===== config.mk =====
export PLATFORM = sky130hd
export DESIGN_NAME = shadow_rd_wrapper
export DESIGN_NICKNAME = d
export VERILOG_FILES = /design/src/rtl/shwr_pkg.sv /design/src/rtl/shwr_refresh.sv /design/src/rtl/shwr_bus_side.sv /design/src/rtl/shadow_rd_wrapper.sv
export SDC_FILE = /design/constraint.sdc
export NUM_CORES = 1
export LEC_CHECK = 0
export BUFFER_PORTS_ARGS = -buffer_cell sky130_fd_sc_hd__buf_2
export CORE_UTILIZATION = 30
export DETAILED_ROUTE_END_ITERATION = 10
export PLACE_DENSITY = 0.64
export SETUP_SLACK_MARGIN = 0.4
export SLEW_MARGIN = 5
export SYNTH_ARGS = -nofsm -noshare
export SYNTH_HDL_FRONTEND = slang
export SYNTH_SLANG_ARGS = --single-unit

===== constraint.sdc =====
create_clock -name clk -period 4.75 [get_ports clk]
set_input_delay 0.475 -clock clk [delete_from_list [all_inputs] [get_ports clk]]
set_output_delay 0.475 -clock clk [all_outputs]
set_load 0.02 [all_outputs]

===== src/rtl/shwr_pkg.sv =====
package shwr_pkg;

    localparam int DEF_DATA_W  = 16;
    localparam int DEF_ADDR_W  = 8;
    localparam int DEF_MAX_AGE = 4;

    typedef enum logic {
        RF_WAIT_HI = 1'b0,
        RF_WAIT_LO = 1'b1
    } refresh_st_e;

    typedef enum logic {
        BS_IDLE = 1'b0,
        BS_ACK  = 1'b1
    } bus_st_e;

    function automatic logic both_high(input logic a, input logic b);
        return a & b;
    endfunction

endpackage


===== src/rtl/shwr_refresh.sv =====
module shwr_refresh
    import shwr_pkg::*;
#(
    parameter int DATA_W = DEF_DATA_W
) (
    input  logic              clk,
    input  logic              rst,
    output logic              core_req,
    input  logic              core_ack,
    input  logic [DATA_W-1:0] core_data,
    output logic [DATA_W-1:0] shadow_q,
    output logic              shadow_valid,
    output logic              fetch_done
);

    refresh_st_e st_q;

    assign core_req   = (st_q == RF_WAIT_HI);
    assign fetch_done = both_high(core_req, core_ack);

    always_ff @(posedge clk) begin
        if (rst) begin
            st_q         <= RF_WAIT_LO;
            shadow_q     <= '0;
            shadow_valid <= 1'b0;
        end else begin
            case (st_q)
                RF_WAIT_HI: begin
                    if (core_ack) begin
                        shadow_q     <= core_data;
                        shadow_valid <= 1'b1;
                        st_q         <= RF_WAIT_LO;
                    end
                end
                RF_WAIT_LO: begin
                    if (!core_ack) st_q <= RF_WAIT_HI;
                end
                default: st_q <= RF_WAIT_LO;
            endcase
        end
    end

endmodule


===== src/rtl/shwr_bus_side.sv =====
module shwr_bus_side
    import shwr_pkg::*;
#(
    parameter int          DATA_W   = DEF_DATA_W,
    parameter int          ADDR_W   = DEF_ADDR_W,
    parameter logic [ADDR_W-1:0] REG_ADDR = '0
) (
    input  logic              clk,
    input  logic              rst,
    input  logic              bus_req,
    input  logic [ADDR_W-1:0] bus_addr,
    output logic              bus_ack,
    output logic              bus_drive,
    output logic [DATA_W-1:0] bus_rdata,
    input  logic [DATA_W-1:0] shadow_q,
    input  logic              shadow_valid,
    input  logic              fetch_done,
    input  logic [DATA_W-1:0] fetch_data
);

    bus_st_e           st_q;
    logic [DATA_W-1:0] hold_q;
    logic              hit;
    logic              data_ready;
    logic [DATA_W-1:0] pick;

    assign hit        = bus_req && (bus_addr == REG_ADDR);
    assign data_ready = shadow_valid || fetch_done;
    assign pick       = fetch_done ? fetch_data : shadow_q;

    always_ff @(posedge clk) begin
        if (rst) begin
            st_q   <= BS_IDLE;
            hold_q <= '0;
        end else begin
            case (st_q)
                BS_IDLE: begin
                    if (hit && data_ready) begin
                        hold_q <= pick;
                        st_q   <= BS_ACK;
                    end
                end
                BS_ACK: begin
                    if (!bus_req) st_q <= BS_IDLE;
                end
                default: st_q <= BS_IDLE;
            endcase
        end
    end

    assign bus_ack   = (st_q == BS_ACK);
    assign bus_drive = bus_ack;
    assign bus_rdata = bus_ack ? hold_q : '0;

endmodule


===== src/rtl/shadow_rd_wrapper.sv =====
module shadow_rd_wrapper
    import shwr_pkg::*;
#(
    parameter int          DATA_W   = DEF_DATA_W,
    parameter int          ADDR_W   = DEF_ADDR_W,
    parameter logic [ADDR_W-1:0] REG_ADDR = 8'h40
) (
    input  logic              clk,
    input  logic              rst,
    input  logic              bus_req,
    input  logic [ADDR_W-1:0] bus_addr,
    output logic              bus_ack,
    output logic              bus_drive,
    output logic [DATA_W-1:0] bus_rdata,
    output logic              core_req,
    input  logic              core_ack,
    input  logic [DATA_W-1:0] core_data
);

    logic [DATA_W-1:0] shadow_q;
    logic              shadow_valid;
    logic              fetch_done;

    shwr_refresh #(.DATA_W(DATA_W)) u_refresh (
        .clk          (clk),
        .rst          (rst),
        .core_req     (core_req),
        .core_ack     (core_ack),
        .core_data    (core_data),
        .shadow_q     (shadow_q),
        .shadow_valid (shadow_valid),
        .fetch_done   (fetch_done)
    );

    shwr_bus_side #(
        .DATA_W   (DATA_W),
        .ADDR_W   (ADDR_W),
        .REG_ADDR (REG_ADDR)
    ) u_bus (
        .clk          (clk),
        .rst          (rst),
        .bus_req      (bus_req),
        .bus_addr     (bus_addr),
        .bus_ack      (bus_ack),
        .bus_drive    (bus_drive),
        .bus_rdata    (bus_rdata),
        .shadow_q     (shadow_q),
        .shadow_valid (shadow_valid),
        .fetch_done   (fetch_done),
        .fetch_data   (core_data)
    );

endmodule


==> reports/summary.md <==
For the via count of the first global-routing pass, the log shows 1087. Global routing finished with a remaining overflow of 0. The area growth from synthesis to layout is 23.8%. TritonCTS built the clock tree.

The biggest fanout along the worst timing path works out to 20. The flow ran to the end, and the final reports show no timing, DRC or antenna violations. For the worst setup path, the data required time is 4.93 ns. From bottom edge to top edge, the die measures 72.1 µm. The number of DRC markers in iteration 0 is 42, and the number of instances resized during post-cts repair is 0.

The first global-routing pass estimated 4.93 mm of wire. Setup repair after global routing left no endpoint under its margin. After detailed routing, the met2 layer carries 1.31 mm of wire. The largest single stage delay on the critical path is 0.74 ns. The fraction of final layout cells sized beyond drive strength 1 is 0.399. The quantity of I/O buffers inserted on ports came out at 46. In this run, synthesis inferred 0 flip-flops with an integrated enable. The worst setup path is captured at a flop. The run gives 183 as the net count after synthesis.

The post-detailed-route wirelength per cell was 10.8 µm. The biggest area contributor in the post-synthesis netlist is sky130_fd_sc_hd__dfxtp_1. Sum of negative setup slack: 0 ns. The floorplan step defined a die boundary enclosing 0.00520 mm². Counting every sink on the clock net gives 35.

For this block, the routed nets add up to 2.85 mm of wire. For the final database, setup skew stands at 0.00553 ns. The number of synthesized register bits works out to 35. After floorplanning, the core was sized to cover 0.00472 mm².

The logs give 0.124 for the global routing usage summed across all routing layers and 5 for the TritonCTS buffer count. For the pin with the worst max-slew slack, the measured transition is 0.882 ns. The HPWL after detailed placement is 1.94 mm.

The number of inserted filler cells in the final layout was 494. The detailed router used layers up to and including met4. The fraction of synthesized cell area taken by the top area cell type is 0.475. Slowest library cell on the worst path: sky130_fd_sc_hd__or3_1.

The final layout contains 225 nets. In this run the cell area of the synthesized design comes to 0.00148 mm². The placed instance count came out at 257. In the synthesized netlist the dominant register cell turns out to be sky130_fd_sc_hd__dfxtp_1. Share of synthesized flip-flops with an asynchronous set or reset: 0. Once detail routing completed, the nets flagged for antenna violations numbered 0. The critical path is of the reg -> reg type. The synthesized area per cell is 9.52 µm².

Max-cap violations in this run came to 0. In this run the core area contains 25 standard-cell rows. Final critical delay including setup and external delays: 2.23 ns. The tree is rooted in a sky130_fd_sc_hd__clkbuf_8.

For this run, the number of Yosys warnings is 0. The setup violation total in the final timing report was 0; the number of buffer and inverter stages on the critical path was 0. The tools report the clock latency reported for the late side of the worst-skew pair as 0.28 ns. The total inserted antenna cells came out at 0. The die outline width is 72.1 µm. Library cell with the highest instance count after synthesis: sky130_fd_sc_hd__dfxtp_1. The tightest hold path in the finished design has a slack of 0.403 ns.

The logs give 0 for the initial antenna violation count and 155 for the synthesized netlist cell count. In the final routing, the length of wire on met1 measures 1.34 mm. Traced cell by cell, the critical path runs through nor4_2, nand3_1, or3_1, mux2_4. The depth of the CTS H-tree was 2.

Derived from the worst setup path, the maximum achievable clock frequency is 448 MHz. The total met3 wirelength after detailed routing was 195 µm. Total power for the finished layout comes to 0.590 mW. By count the netlist is led by 35 x sky130_fd_sc_hd__dfxtp_1, 33 x sky130_fd_sc_hd__nand2_1, 17 x sky130_fd_sc_hd__a21oi_1, 17 x sky130_fd_sc_hd__nor2b_1, 10 x sky130_fd_sc_hd__and2_1.

The data arrival time at the worst-slack endpoint is 2.41 ns. The congestion estimate from routability-driven global placement came to 0.730. The run gives 0.146 mV as the maximum vdd drop.

The final cycle utilization of the critical path came out at 0.470. Dividing the detail-routed via count by the number of cells gives 4.13. The routed layout has 1095 vias. Entering global routing, the biggest net connects 36 pins.

The tools report the total count of hold-check failures in the final report as 0. The I/O pin total was 47; the number of standard cells in the layout, taps in and fillers out was 265. The run gives 0 as the post-CTS setup-driven buffer insertion count. The tools report the end-of-flow core utilization as 0.387. The logs give 0 for the final-report max-slew violation count and 4 for the number of iterations in the first detailed-routing pass. The leakage power of the design is 0.838 nW. The cell type group with the largest total delay on the critical path was simple AND/OR/NAND/NOR gates. The sequential share of the synthesized area was 0.475. The tightest min-delay check is of the in -> reg type. In this run, post-CTS hold repair placed 0 buffers. The synthesized netlist contains 21 unique library cells. The run gives 0.312 as the initial standard-cell utilization of the core. The tools report the relative slew slack as 0.412. In the post-synthesis netlist, the biggest area contributors are sky130_fd_sc_hd__dfxtp_1 47%, sky130_fd_sc_hd__mux2_4 9.2%, sky130_fd_sc_hd__nand2_1 8.4%. The logs give 0 for the final routed DRC violation total and 2 for the clock tree buffer depth. The clock-pin slew of the registers on the worst-case setup and hold paths is 0.07 ns, and the ratio of total power to cell area is 323 mW/mm². STA classifies the critical path startpoint as a flop.
==> state kept, by name, summed over array words and instances (netlist names) <==
signal,count
u_bus.bus_ack,1
u_bus.hold_q,16
u_refresh.st_q,1
u_refresh.shadow_valid,1
u_refresh.shadow_q,16
==> power breakdown <==
| part | leakage [nW] | switching (mW) | internal (mW) |
|---|---|---|---|
| registers | 0.283 | 0.00157 | 0.299 |
| clock network | 0.0581 | 0.105 | 0.156 |
| logic | 0.497 | 0.0162 | 0.0129 |
==> path summary, 6_finish.rpt <==
check | from | end | slack (ns) | cells past startpoint
max | u_bus.bus_ack | u_bus.hold_q[10] | 2.52 | 4
min | core_ack | u_refresh.st_q | 0.40 | 2
max reg2reg | u_bus.bus_ack | u_bus.hold_q[10] | 2.52 | 4
min reg2reg | u_refresh.shadow_valid | u_refresh.shadow_valid | 0.46 | 2
==> stage by stage <==
step           worst slack, ns  instance area, µm²
3_3_place_gp              2.43                1710
5_1_grt                   2.36                1830
6_report                  2.52                1830
3_5_place_dp              2.43                1710
4_1_cts                   2.47                1830
2_1_floorplan             2.77                1480
==> layout by cell type, fill, tap and decap left out <==
| cell | n |
|---|---|
| sky130_fd_sc_hd__buf_2 | 46 |
| sky130_fd_sc_hd__dfxtp_1 | 35 |
| sky130_fd_sc_hd__nand2_1 | 33 |
| sky130_fd_sc_hd__nor2b_1 | 17 |
| sky130_fd_sc_hd__a21oi_1 | 17 |
| sky130_fd_sc_hd__and2_1 | 10 |
| sky130_fd_sc_hd__mux2_4 | 9 |
| sky130_fd_sc_hd__mux2_2 | 7 |
| sky130_fd_sc_hd__and2_2 | 6 |
| sky130_fd_sc_hd__clkbuf_8 | 5 |
| sky130_fd_sc_hd__nor2_1 | 2 |
| sky130_fd_sc_hd__inv_1 | 1 |
| sky130_fd_sc_hd__nand2b_1 | 1 |
| sky130_fd_sc_hd__nor4_2 | 1 |
| sky130_fd_sc_hd__nand3_1 | 1 |
| sky130_fd_sc_hd__or4_1 | 1 |
| sky130_fd_sc_hd__or3_1 | 1 |
| sky130_fd_sc_hd__or2_2 | 1 |
| sky130_fd_sc_hd__clkinv_4 | 1 |
| sky130_fd_sc_hd__bufinv_16 | 1 |
| sky130_fd_sc_hd__clkinv_2 | 1 |
| sky130_fd_sc_hd__buf_4 | 1 |
==> cell type report <==
type | count | area (µm²) | share of cell area
Sequential cell | 35 | 701 | 0.384
Multi-Input combinational cell | 107 | 688 | 0.377
Timing Repair Buffer | 47 | 238 | 0.130
Tap cell | 67 | 83.8 | 0.0459
Clock buffer | 5 | 68.8 | 0.0377
Clock inverter | 3 | 43.8 | 0.0240
Inverter | 1 | 3.75 | 0.00205
==> per-layer routing <==
metal	up-vias	track usage
li1	577	-
met1	488	0.148
met2	28	0.204
met3	2	0.0444
met4	0	0.0523
met5	-	0
==> logic make-up (layout without fill, tap and decap cells) <==
| group | count (synthesis) | after routing | synth area share |
|---|---|---|---|
| DFF | 35 | 35 | 0.475 |
| AOI/OAI and AO/OA | 17 | 17 | 0.0577 |
| and+or+nand+nor | 74 | 74 | 0.264 |
| muxes | 16 | 16 | 0.145 |
| buffers and inverters | 13 | 56 | 0.0585 |
Power figures use the tool's default switching activity.
